**config.mk**
```make
export PLATFORM = sky130hd
export DESIGN_NAME = sram_ctrl
export DESIGN_NICKNAME = d
export VERILOG_FILES = /design/src/rtl/sram_ctrl_pkg.sv /design/src/rtl/sram_ctrl_seq.sv /design/src/rtl/sram_ctrl_pins.sv /design/src/rtl/sram_ctrl.sv
export SDC_FILE = /design/constraint.sdc
export NUM_CORES = 1
export LEC_CHECK = 0
export BUFFER_PORTS_ARGS = -buffer_cell sky130_fd_sc_hd__buf_2
export CORE_MARGIN = 2
export CORE_UTILIZATION = 35
export DETAILED_ROUTE_END_ITERATION = 16
export SLEW_MARGIN = 0
export SYNTH_ARGS = -nofsm -noshare
export SYNTH_HDL_FRONTEND = slang
export SYNTH_HIERARCHICAL = 1
export SYNTH_SLANG_ARGS = --single-unit
```
**constraint.sdc**
```tcl
create_clock -name clk -period 2.4 [get_ports clk]
set_clock_uncertainty 0.1 [all_clocks]
set_input_delay 0.72 -clock clk [delete_from_list [all_inputs] [get_ports clk]]
set_output_delay 0.72 -clock clk [all_outputs]
set_load 0.005 [all_outputs]
```
**src/rtl/sram_ctrl_pkg.sv**
```systemverilog
package sram_ctrl_pkg;

  typedef enum logic [2:0] {
    ST_IDLE,
    ST_RACC,
    ST_TURN,
    ST_WSET,
    ST_WLOW,
    ST_WHOLD
  } st_e;

  function automatic int unsigned ceil_div(input int unsigned num, input int unsigned den);
    return (num + den - 1) / den;
  endfunction

  function automatic int unsigned max2(input int unsigned a, input int unsigned b);
    return (a > b) ? a : b;
  endfunction

endpackage

```
**src/rtl/sram_ctrl_seq.sv**
```systemverilog
module sram_ctrl_seq
  import sram_ctrl_pkg::*;
#(
  parameter int unsigned RD_CYC = 10,
  parameter int unsigned WE_CYC = 7,
  parameter int unsigned TA_CYC = 4,
  parameter int unsigned CNT_W  = 4
) (
  input  logic clk,
  input  logic rst_n,
  input  logic start,
  input  logic start_wr,
  output st_e  st,
  output logic ready,
  output logic cap_en,
  output logic wr_done
);

  logic [CNT_W-1:0] cnt;
  logic             cnt_zero;

  assign cnt_zero = (cnt == '0);

  always_ff @(posedge clk or negedge rst_n) begin
    if (!rst_n) begin
      st  <= ST_IDLE;
      cnt <= '0;
    end else begin
      unique case (st)
        ST_IDLE: begin
          if (start) begin
            if (start_wr) begin
              st  <= ST_WSET;
              cnt <= '0;
            end else begin
              st  <= ST_RACC;
              cnt <= CNT_W'(RD_CYC - 1);
            end
          end
        end
        ST_RACC: begin
          if (cnt_zero) begin
            st  <= ST_TURN;
            cnt <= CNT_W'(TA_CYC - 1);
          end else begin
            cnt <= cnt - 1'b1;
          end
        end
        ST_TURN: begin
          if (cnt_zero) st <= ST_IDLE;
          else          cnt <= cnt - 1'b1;
        end
        ST_WSET: begin
          st  <= ST_WLOW;
          cnt <= CNT_W'(WE_CYC - 1);
        end
        ST_WLOW: begin
          if (cnt_zero) st <= ST_WHOLD;
          else          cnt <= cnt - 1'b1;
        end
        ST_WHOLD: st <= ST_IDLE;
        default:  st <= ST_IDLE;
      endcase
    end
  end

  assign ready   = (st == ST_IDLE);
  assign cap_en  = (st == ST_RACC) && cnt_zero;
  assign wr_done = (st == ST_WHOLD);

endmodule

```
**src/rtl/sram_ctrl_pins.sv**
```systemverilog
module sram_ctrl_pins
  import sram_ctrl_pkg::*;
#(
  parameter int unsigned ADDR_W = 13,
  parameter int unsigned DATA_W = 8
) (
  input  logic              clk,
  input  logic              rst_n,
  input  st_e               st,
  input  logic              accept,
  input  logic [ADDR_W-1:0] req_addr,
  input  logic [DATA_W-1:0] req_wdata,
  input  logic              cap_en,
  input  logic              wr_done,
  input  logic [DATA_W-1:0] mem_dq_in,
  output logic [ADDR_W-1:0] mem_addr,
  output logic              mem_cs1_n,
  output logic              mem_cs2,
  output logic              mem_we_n,
  output logic              mem_oe_n,
  output logic              mem_dq_oe,
  output logic [DATA_W-1:0] mem_dq_out,
  output logic              rsp_valid,
  output logic [DATA_W-1:0] rsp_rdata
);

  logic sel;
  logic wr_phase;

  always_ff @(posedge clk or negedge rst_n) begin
    if (!rst_n) begin
      mem_addr   <= '0;
      mem_dq_out <= '0;
    end else if (accept) begin
      mem_addr   <= req_addr;
      mem_dq_out <= req_wdata;
    end
  end

  always_ff @(posedge clk or negedge rst_n) begin
    if (!rst_n) begin
      rsp_valid <= 1'b0;
      rsp_rdata <= '0;
    end else begin
      rsp_valid <= cap_en | wr_done;
      if (cap_en) rsp_rdata <= mem_dq_in;
    end
  end

  always_comb begin
    wr_phase = (st == ST_WSET) || (st == ST_WLOW) || (st == ST_WHOLD);
    sel      = wr_phase || (st == ST_RACC);
  end

  assign mem_cs1_n = ~sel;
  assign mem_cs2   = sel;
  assign mem_oe_n  = (st != ST_RACC);
  assign mem_we_n  = (st != ST_WLOW);
  assign mem_dq_oe = wr_phase;

endmodule

```
**src/rtl/sram_ctrl.sv**
```systemverilog
module sram_ctrl
  import sram_ctrl_pkg::*;
#(
  parameter int unsigned ADDR_W    = 13,
  parameter int unsigned DATA_W    = 8,
  parameter int unsigned CLK_PS    = 10000,
  parameter int unsigned T_ACC_PS  = 100000,
  parameter int unsigned T_WP_PS   = 60000,
  parameter int unsigned T_AW_PS   = 80000,
  parameter int unsigned T_DW_PS   = 40000,
  parameter int unsigned T_OHZ_PS  = 35000
) (
  input  logic              clk,
  input  logic              rst_n,
  input  logic              req_valid,
  output logic              req_ready,
  input  logic              req_write,
  input  logic [ADDR_W-1:0] req_addr,
  input  logic [DATA_W-1:0] req_wdata,
  output logic              rsp_valid,
  output logic [DATA_W-1:0] rsp_rdata,
  output logic [ADDR_W-1:0] mem_addr,
  output logic              mem_cs1_n,
  output logic              mem_cs2,
  output logic              mem_we_n,
  output logic              mem_oe_n,
  output logic              mem_dq_oe,
  output logic [DATA_W-1:0] mem_dq_out,
  input  logic [DATA_W-1:0] mem_dq_in
);

  localparam int unsigned RD_CYC = max2(1, ceil_div(T_ACC_PS, CLK_PS));
  localparam int unsigned AW_CYC = max2(1, ceil_div(T_AW_PS, CLK_PS)) - 1;
  localparam int unsigned WE_CYC = max2(1, max2(ceil_div(T_WP_PS, CLK_PS),
                                           max2(ceil_div(T_DW_PS, CLK_PS), AW_CYC)));
  localparam int unsigned TA_CYC = max2(1, ceil_div(T_OHZ_PS, CLK_PS));
  localparam int unsigned MAX_CYC = max2(RD_CYC, max2(WE_CYC, TA_CYC));
  localparam int unsigned CNT_W  = max2(1, $clog2(MAX_CYC + 1));

  st_e  st;
  logic accept;
  logic cap_en;
  logic wr_done;

  assign accept = req_valid & req_ready;

  sram_ctrl_seq #(
    .RD_CYC(RD_CYC),
    .WE_CYC(WE_CYC),
    .TA_CYC(TA_CYC),
    .CNT_W (CNT_W)
  ) u_seq (
    .clk     (clk),
    .rst_n   (rst_n),
    .start   (accept),
    .start_wr(req_write),
    .st      (st),
    .ready   (req_ready),
    .cap_en  (cap_en),
    .wr_done (wr_done)
  );

  sram_ctrl_pins #(
    .ADDR_W(ADDR_W),
    .DATA_W(DATA_W)
  ) u_pins (
    .clk       (clk),
    .rst_n     (rst_n),
    .st        (st),
    .accept    (accept),
    .req_addr  (req_addr),
    .req_wdata (req_wdata),
    .cap_en    (cap_en),
    .wr_done   (wr_done),
    .mem_dq_in (mem_dq_in),
    .mem_addr  (mem_addr),
    .mem_cs1_n (mem_cs1_n),
    .mem_cs2   (mem_cs2),
    .mem_we_n  (mem_we_n),
    .mem_oe_n  (mem_oe_n),
    .mem_dq_oe (mem_dq_oe),
    .mem_dq_out(mem_dq_out),
    .rsp_valid (rsp_valid),
    .rsp_rdata (rsp_rdata)
  );

endmodule

```
==> results of run 1 <==
## path summary, 6_finish.rpt
kind | start | to | slack, ps
hold / removal | rst_n | u_pins/mem_addr[3] | 360
hold reg to reg | u_pins/rsp_rdata[4] | u_pins/rsp_rdata[4] | 400
setup / recovery | u_seq/st[0] | mem_cs2 | 180
min in group clk | u_pins/rsp_rdata[4] | u_pins/rsp_rdata[4] | 400
setup reg to reg | u_seq/cnt[0] | u_pins/rsp_rdata[1] | 180
max in group asynchronous | rst_n | u_pins/rsp_rdata[2] | 1500
## worst max-delay path: stages (launching register included)
cell,delay [ps]
dfrtp_1,400
buf_4,160
nor2b_1,150
or2_2,270
buf_2,130
## per-stage QoR
step,worst slack (ps),cell area (um2),hold WS (ps),power (mW)
2_1_floorplan,300,1850,324,2.18
3_3_place_gp,246,2290,386,2.70
3_5_place_dp,201,2290,387,2.70
4_1_cts,168,2410,372,3.29
5_1_grt,26.9,2410,398,3.52
6_report,181,2410,362,3.25
## where the power goes
part	leakage, nW	total [mW]	switching [mW]	internal, mW
clock	0.0574	0.564	0.226	0.338
sequential	0.450	1.12	0.187	0.932
combinational	0.692	1.57	0.683	0.888
## registers in the layout, summed over array words and instances (netlist names)
register,count
u_seq/st,3
u_pins/rsp_valid,1
u_seq/cnt,4
u_pins/mem_dq_out,8
u_pins/rsp_rdata,8
u_pins/mem_addr,13
## cell families (layout without fill, tap and decap cells)
kind of cell	count (synthesis)	after routing
DFF	37	37
and+or+nand+nor	47	47
buffers and inverters	10	86
AOI/OAI and AO/OA	21	21
muxes	29	29
adders and majority gates	2	2
## cells in the mapped netlist, types with 2 or more instances
master,number,share of area
mux2_2,9,0.055
and3b_1,2,0.0095
or2_2,3,0.010
nor3_1,3,0.0081
nand2_1,8,0.016
nand3b_1,2,0.0081
nand3_1,5,0.014
dfrtp_1,37,0.50
buf_6,3,0.018
inv_1,3,0.0061
nand2b_1,4,0.014
o21ai_1,2,0.0054
nor2b_1,5,0.017
o31ai_1,3,0.012
ha_1,2,0.014
buf_2,2,0.0054
mux2_4,20,0.16
o21ai_0,6,0.016
a21oi_1,3,0.0081
nor2_1,5,0.010
## final cells by class
class                   count  share of cell area
flip-flops and latches     37               0.384
multi-input cells          99               0.358
repair buffers             75               0.168
well taps                  70              0.0363
clock buffers               6              0.0342
clock inverters             2              0.0156
inverters                   3             0.00467
## metal layers
metal  routed length, um  GRT usage
met3                 255     0.0438
met5                   0          0
met4                  76     0.0636
met1                1830      0.191
met2                1680      0.223
==> run_results.csv, run 1 <==
group,metric,value,unit
run_status,outcome,"completed",
cts,root_buffer,"clkbuf_8",
layout,nFillCells,485,
cts,cts_max_level,2,
global_routing,grt_pass1_vias,1416,
placement,port_buffers,68,
global_routing,grt_max_degree,38,
route,totalWireLength,3830,um
worst_setup_path,cp_max_fo,7,
layout,multi_input_area,863,um2
route,vias,1400,
cts,cts.hold.buffers_added,0,
layout,final_util,0.473,
logic_synthesis,netlist_instances,146,
worst_setup_path,endpoint_kind,"output pin",
cts,cts_tree,"yes",
sta,slew_headroom,0.639,
layout,antenna_cells,0,
global_routing,track_usage,0.146,
logic_synthesis,synthMuxAreaShare,0.218,
cts,clock_latency,290,ps
sta,rsz0062_at_grt,"false",
placement,dp_cells,284,
die,die_w,76.6,um
layout,final_cell_mix,"68 x buf_2, 37 x dfrtp_1, 20 x mux2_4",
global_routing,grt_pass1_wl,6700,um
die,die_area,5870,um2
worst_setup_path,critPathLaunchType,"flop",
cts,cts_buffers,5,
route,drtIter0Drc,59,
sta,tightest_slew,540,ps
logic_synthesis,netlist_area,1850,um2
worst_setup_path,critPathKind,"flop to output pin",
die,core,5110,um2
layout,fin_cells,292,
worst_setup_path,critical_path_arrival,1400,ps
cts,cts_sinks,37,
route,vias_per_cell,4.79,
die,ios,69,
route,dr.pass1.iters,4,
hold_path,min_path_type,"input pin to async pin",
worst_setup_path,r2r_cells,6,
worst_setup_path,required,1580,ps
logic_synthesis,ys.flop_type,"dfrtp_1",
flow_run,maxCapViolations,0,
logic_synthesis,yosys_register_bits,37,
die,die_h,76.6,um
logic_synthesis,synth_top_family_by_area,"multiplexers",
logic_synthesis,avgSynthCellArea,12.6,um2
power,ir_drop,658,uV
placement,place_hpwl,2740,um
power,power_density,1350,nW/um2
global_routing,antenna_found_initial,0,
logic_synthesis,yosys_warnings,6,
sta,tns,0,ps
layout,regArea,926,um2
sta,period_share,0.925,
logic_synthesis,yosys.cell_types.count,39,
cts,path_clk_slew,80,ps
layout,final_common_cell,"buf_2",
global_routing,grt_overflow,0,
layout,drive_gt1_frac,0.545,
sta,fmax,0.451,GHz
sta,finalHoldViolations,0,
die,initial_core_util,0.361,
logic_synthesis,syn-num-nets,181,
logic_synthesis,synth_simple_gate_area_frac,0.150,
sta,period_needed,2220,ps
route,route.detailed.drc,0,
layout,nets,256,
logic_synthesis,synthAdderAreaFrac,0.0136,
logic_synthesis,synth_edf_count,0,
logic_synthesis,ys_seq_area_frac,0.502,
logic_synthesis,synth_compound_area_frac,0.0834,
logic_synthesis,synthArstFlopShare,1.00,
placement,routabilityCongestion,0.768,
layout,area_growth,30.8,%
cts,cts_resized,0,
logic_synthesis,synth-xor-area-share,0,
die,rows,26,
cts,postCtsSetupRepairBufs,0,
sta,setup_viol_count_final,0,
sta,drv_slew,0,
route,ant_nets,0,
route,routedWlPerCell,13.1,um
power,p_leak,1.20,nW
cts,cts_buffer_depth,2,
Note: power is estimated with default switching activity, not from simulation.
==> run 2: changes to the inputs <==
--- a/config.mk
+++ b/config.mk
@@ -9,6 +9,7 @@
 export CORE_MARGIN = 2
 export CORE_UTILIZATION = 35
 export DETAILED_ROUTE_END_ITERATION = 16
+export REMOVE_ABC_BUFFERS = 1
 export SLEW_MARGIN = 0
 export SYNTH_ARGS = -nofsm -noshare
 export SYNTH_HDL_FRONTEND = slang
==> run 2 against run 1 <==
  * Sequential share of layout area rose by 0.67 points
  * Routed wire length fell by 6.5%
  * Largest power group unchanged
  * Critical endpoint is now u_pins/rsp_rdata[2]
  * Sequential cell count did not move
==> run_results.csv, run 2 (synthesis gave the netlist of run 1 again) <==
group,metric,value,unit
placement,place_area,2290,um2
sta,period_needed,2190,ps
global_routing,grt_max_degree,38,
sta,period_share,0.914,
route,vias,1357,
layout,top_register,"u_pins/mem_addr",
layout,area_growth,28.5,%
run_status,outcome,"completed",
worst_setup_path,critPathKind,"flop to flop",
power,power_density,1300,nW/um2
sta,setup_viol_count_final,0,
sta,drv_slew,0,
placement,place_hpwl,2630,um
global_routing,grt_overflow,0,
sta,hold_ws,366,ps
sta,layout_setup_ws,207,ps
die,die_w,76.6,um
route,ant_nets,0,
cts,clock_latency,280,ps
cts,cts_max_level,2,
cts,cts_buffer_depth,2,
worst_setup_path,critPathLaunchType,"flop",
placement,port_buffers,68,
global_routing,grt_pass1_vias,1320,
layout,largest_reg_flops,13,
layout,final_common_cell,"buf_2",
cts,postCtsSetupRepairBufs,0,
route,vias_per_cell,4.66,
placement,dp_slack,206,ps
hold_path,min_path_type,"input pin to async pin",
die,ios,69,
route,routedWlPerCell,12.3,um
layout,nFillCells,492,
die,rows,26,
die,core,5110,um2
layout,fin_cells,291,
route,dr.pass1.iters,4,
cts,root_buffer,"clkbuf_8",
sta,tns,0,ps
global_routing,grt_pass1_wl,6040,um
layout,fin_area,2370,um2
layout,antenna_cells,0,
sta,tightest_slew,491,ps
placement,routabilityCongestion,0.779,
sta,finalHoldViolations,0,
cts,cts_sinks,37,
placement,dp_cells,283,
worst_setup_path,required,2470,ps
power,ir_drop,621,uV
worst_setup_path,critical_path_arrival,2260,ps
global_routing,track_usage,0.129,
layout,drive_gt1_frac,0.543,
sta,slew_headroom,0.671,
worst_setup_path,cp_max_fo,9,
layout,reg_top3,"u_pins/mem_addr x13, u_pins/mem_dq_out x8, u_pins/rsp_rdata x8",
route,totalWireLength,3580,um
route,drtIter0Drc,22,
layout,regArea,926,um2
sta,rsz0062_at_grt,"false",
cts,cts_buffers,5,
worst_setup_path,endpoint_kind,"flop",
route,route.detailed.drc,0,
layout,nets,255,
cts,cts_resized,0,
power,p_leak,1.18,nW
cts,path_clk_slew,70,ps
global_routing,antenna_found_initial,0,
cts,cts_tree,"yes",
die,die_h,76.6,um
sta,fmax,0.456,GHz
die,initial_core_util,0.361,
layout,multi_input_area,863,um2
flow_run,maxCapViolations,0,
layout,final_cell_mix,"68 x buf_2, 37 x dfrtp_1, 20 x mux2_4",
die,die_area,5870,um2
cts,cts.hold.buffers_added,0,
-- run 2: report_power, final --
part / switching (mW) / internal [mW] / total, mW
logic: 0.667 / 0.878 / 1.55
clock network: 0.212 / 0.200 / 0.412
registers: 0.190 / 0.933 / 1.12
total: 1.07 / 2.01 / 3.08
-- run 2: through the flow --
step | utilization | total power [mW]
floorplan | - | 2.13
global placement | 0.448 | 2.68
detailed placement | 0.448 | 2.69
CTS | 0.464 | 3.12
global route | 0.464 | 3.33
finish | 0.464 | 3.08
-- run 2: area by class of cell --
class / count / share of cell area
clock buffers: 5 / 0.0290
clock inverters: 3 / 0.00738
inverters: 3 / 0.00475
multi-input cells: 99 / 0.364
flip-flops and latches: 37 / 0.390
well taps: 70 / 0.0369
repair buffers: 74 / 0.168
-- run 2: layer usage --
metal	vias to the layer above	part of all wire	GRT usage
met4	0	0.0089	0.0327
met3	5	0.071	0.0450
li1	665	-	-
met5	-	0	0
met1	633	0.49	0.179
met2	54	0.43	0.193
-- run 2: path summary, 6_finish.rpt --
| check | startpoint | to | slack, ps | depth (start not counted) |
|---|---|---|---|---|
| setup reg to reg | u_seq/cnt[0] | u_pins/rsp_rdata[2] | 210 | 6 |
| setup / recovery | u_seq/cnt[0] | u_pins/rsp_rdata[2] | 210 | 6 |
| hold / removal | rst_n | u_pins/mem_addr[10] | 370 | 2 |
| max in group asynchronous | rst_n | u_pins/mem_dq_out[7] | 1510 | 2 |
| min in group clk | u_pins/rsp_rdata[3] | u_pins/rsp_rdata[3] | 400 | 1 |
| hold reg to reg | u_pins/rsp_rdata[3] | u_pins/rsp_rdata[3] | 400 | 1 |
-- run 2: critical path, cell delays in order, from the launching register on --
cell and delay, ps:
dfrtp_1 400, inv_1 140, ha_1 240, or3b_4 430, nor4b_2 220, buf_4 210, mux2_2 340
==> run 3: changes to the inputs <==
--- a/config.mk
+++ b/config.mk
@@ -5,6 +5,7 @@
 export SDC_FILE = /design/constraint.sdc
 export NUM_CORES = 1
 export LEC_CHECK = 0
+export ABC_AREA = 1
 export BUFFER_PORTS_ARGS = -buffer_cell sky130_fd_sc_hd__buf_2
 export CORE_MARGIN = 2
 export CORE_UTILIZATION = 35
@@ -13,5 +14,4 @@
 export SLEW_MARGIN = 0
 export SYNTH_ARGS = -nofsm -noshare
 export SYNTH_HDL_FRONTEND = slang
-export SYNTH_HIERARCHICAL = 1
 export SYNTH_SLANG_ARGS = --single-unit
==> run 3 against run 2 <==
  * Sequential cell count unchanged
  * Worst hold slack got worse by 1.7 ps
  * Total power decreased by 4.9%
  * Cell count rose by 21%
  * Area after synthesis down 6.4%
  * Maximum frequency is 4.3% higher
  * Count of clock-buffer cells in the layout grew 2
  * Largest cell class unchanged
  * Largest power group unchanged
==> run_results.csv, run 3 <==
group,metric,value,unit
run_status,outcome,"completed",
logic_synthesis,yosysTopAreaCell,"dfrtp_1",
sta,drv_slew,0,
cts,root_buffer,"clkbuf_8",
die,ios,69,
power,p_leak,1.31,nW
layout,final_common_cell,"nand2_1",
worst_setup_path,critPathLaunchType,"flop",
layout,largest_reg_flops,13,
sta,tightest_slew,460,ps
route,vias_per_cell,4.53,
sta,fmax,0.475,GHz
hold_path,min_path_type,"flop to flop",
cts,clock_latency,280,ps
logic_synthesis,ys_seq_area_frac,0.536,
power,p_sw,1.22,mW
layout,drive_gt1_frac,0.319,
placement,port_buffers,68,
worst_setup_path,endpoint_kind,"output pin",
cts,cts_buffers,5,
placement,place_hpwl,2920,um
layout,top_register,"u_pins.mem_addr",
worst_setup_path,crit_slowest_cell,"dfrtp_1",
global_routing,grt_overflow,0,
die,core,4750,um2
power,power_density,1320,nW/um2
placement,dp_slack,607,ps
cts,cts_max_level,2,
die,die_h,74.3,um
logic_synthesis,avgSynthCellArea,8.07,um2
layout,fin_area,2220,um2
logic_synthesis,synth_top_area_frac,0.536,
power,ir_drop,756,uV
route,route.detailed.drc,0,
placement,place_area,2130,um2
placement,routabilityCongestion,0.858,
layout,nets,320,
layout,final_cell_mix,"97 x nand2_1, 68 x buf_2, 37 x nand3_1, 37 x dfrtp_1, 10 x inv_1",
die,rows,25,
sta,finalHoldViolations,0,
power,clkPwrFrac,0.146,
logic_synthesis,ys.flop_type,"dfrtp_1",
power,p_comb_frac,0.478,
die,die_area,5510,um2
logic_synthesis,yosys_warnings,0,
layout,fin_cells,352,
logic_synthesis,synth_most_common_cell,"nand2_1",
die,die_w,74.3,um
logic_synthesis,netlist_area,1730,um2
worst_setup_path,required,1580,ps
cts,path_clk_slew,70,ps
logic_synthesis,synth_edf_count,0,
worst_setup_path,cp_max_fo,8,
cts,cts_resized,0,
global_routing,antenna_found_initial,0,
sta,period_share,0.876,
sta,period_needed,2100,ps
worst_setup_path,r2r_slack,680,ps
worst_setup_path,path_cells,"inv_1 -> nand2_1 -> nand2_1 -> inv_1 -> buf_2",
route,dr.pass1.iters,4,
cts,cts_tree,"yes",
placement,dp_cells,345,
layout,reg_top3,"u_pins.mem_addr x13, u_pins.mem_dq_out x8, u_pins.rsp_rdata x8",
route,ant_nets,0,
logic_synthesis,synth_area_leaders,"dfrtp_1 54%, nand2_1 21%, nand3_1 11%, inv_1 2.2%, nand2_2 1.8%",
route,drtIter0Drc,27,
power,pwr-share-seq,0.376,
sta,layout_setup_ws,297,ps
route,vias,1593,
layout,multi_input_area,692,um2
logic_synthesis,yosys.cell_types.count,19,
logic_synthesis,netlist_instances,214,
global_routing,grt_max_degree,38,
power,finalPower,2.93,mW
global_routing,track_usage,0.152,
layout,regArea,926,um2
layout,final_util,0.467,
sta,setup_viol_count_final,0,
layout,nFillCells,514,
global_routing,grt_pass1_vias,1430,
logic_synthesis,synthArstFlopShare,1.00,
cts,cts.hold.buffers_added,0,
sta,tns,0,ps
flow_run,maxCapViolations,0,
power,switching_share,0.416,
sta,hold_ws,365,ps
worst_setup_path,critPathKind,"flop to output pin",
logic_synthesis,yosys_register_bits,37,
logic_synthesis,synth_common_cells,"97 x nand2_1, 37 x dfrtp_1, 37 x nand3_1",
sta,slew_headroom,0.693,
cts,cts_buffer_depth,2,
route,totalWireLength,4110,um
power,p_int,1.71,mW
worst_setup_path,critPathMaxStageDelay,550,ps
global_routing,grt_pass1_wl,6340,um
worst_setup_path,critical_path_arrival,1280,ps
die,initial_core_util,0.363,
layout,antenna_cells,0,
worst_setup_path,crit_buf_inv,3,
cts,cts_sinks,37,
worst_setup_path,path_delay_family,"flip-flops",
cts,postCtsSetupRepairBufs,0,
layout,area_growth,28.4,%
route,routedWlPerCell,11.7,um
sta,rsz0062_at_grt,"false",
## run 3: power by group through the flow
stage | Clock [mW] | Combinational (mW) | Sequential (mW)
after global routing | 0.475 | 1.62 | 1.14
after global placement | 0 | 1.40 | 1.11
after CTS | 0.450 | 1.43 | 1.10
after detailed placement | 0 | 1.42 | 1.11
after floorplan | 0 | 0.810 | 1.13
final | 0.427 | 1.40 | 1.10
## run 3: area by class of cell
class,instances,area share
clock buffer,7,0.0389
inverter,14,0.0237
multi-input combinational,154,0.312
sequential,37,0.417
tap,67,0.0378
timing repair buffer,73,0.170
## run 3: tightest hold or removal path: stages (launching register included)
cell and delay, ps:
dfrtp_1 340, nand2_1 50, nand2_1 50
## run 3: logic make-up after synthesis
family                   after synthesis  synth area share
XOR/XNOR                               1           0.00507
flip-flops                            37             0.536
buffers and inverters                 23            0.0637
AND/OR/NAND/NOR                      145             0.361
adder cells (fa/ha/maj)                2            0.0145
AO/OA/AOI/OAI                          6            0.0195
## run 3: final timing paths
path	startpoint	endpoint	depth (start not counted)
min	u_pins.mem_addr[12]	u_pins.mem_addr[12]	2
max in group asynchronous	rst_n	u_pins.rsp_valid	2
min in group asynchronous	rst_n	u_pins.mem_addr[4]	2
max reg2reg	u_seq.st[1]	u_pins.mem_addr[1]	8
min reg2reg	u_pins.mem_addr[12]	u_pins.mem_addr[12]	2
max	u_seq.st[1]	mem_cs1_n	5
## run 3: routing by layer
metal	global-route usage	vias to the layer above	wire length, um
met2	0.240	64	1730
li1	-	814	-
met5	0	-	0
met3	0.0447	9	340
met1	0.198	706	1980
met4	0.0575	0	65
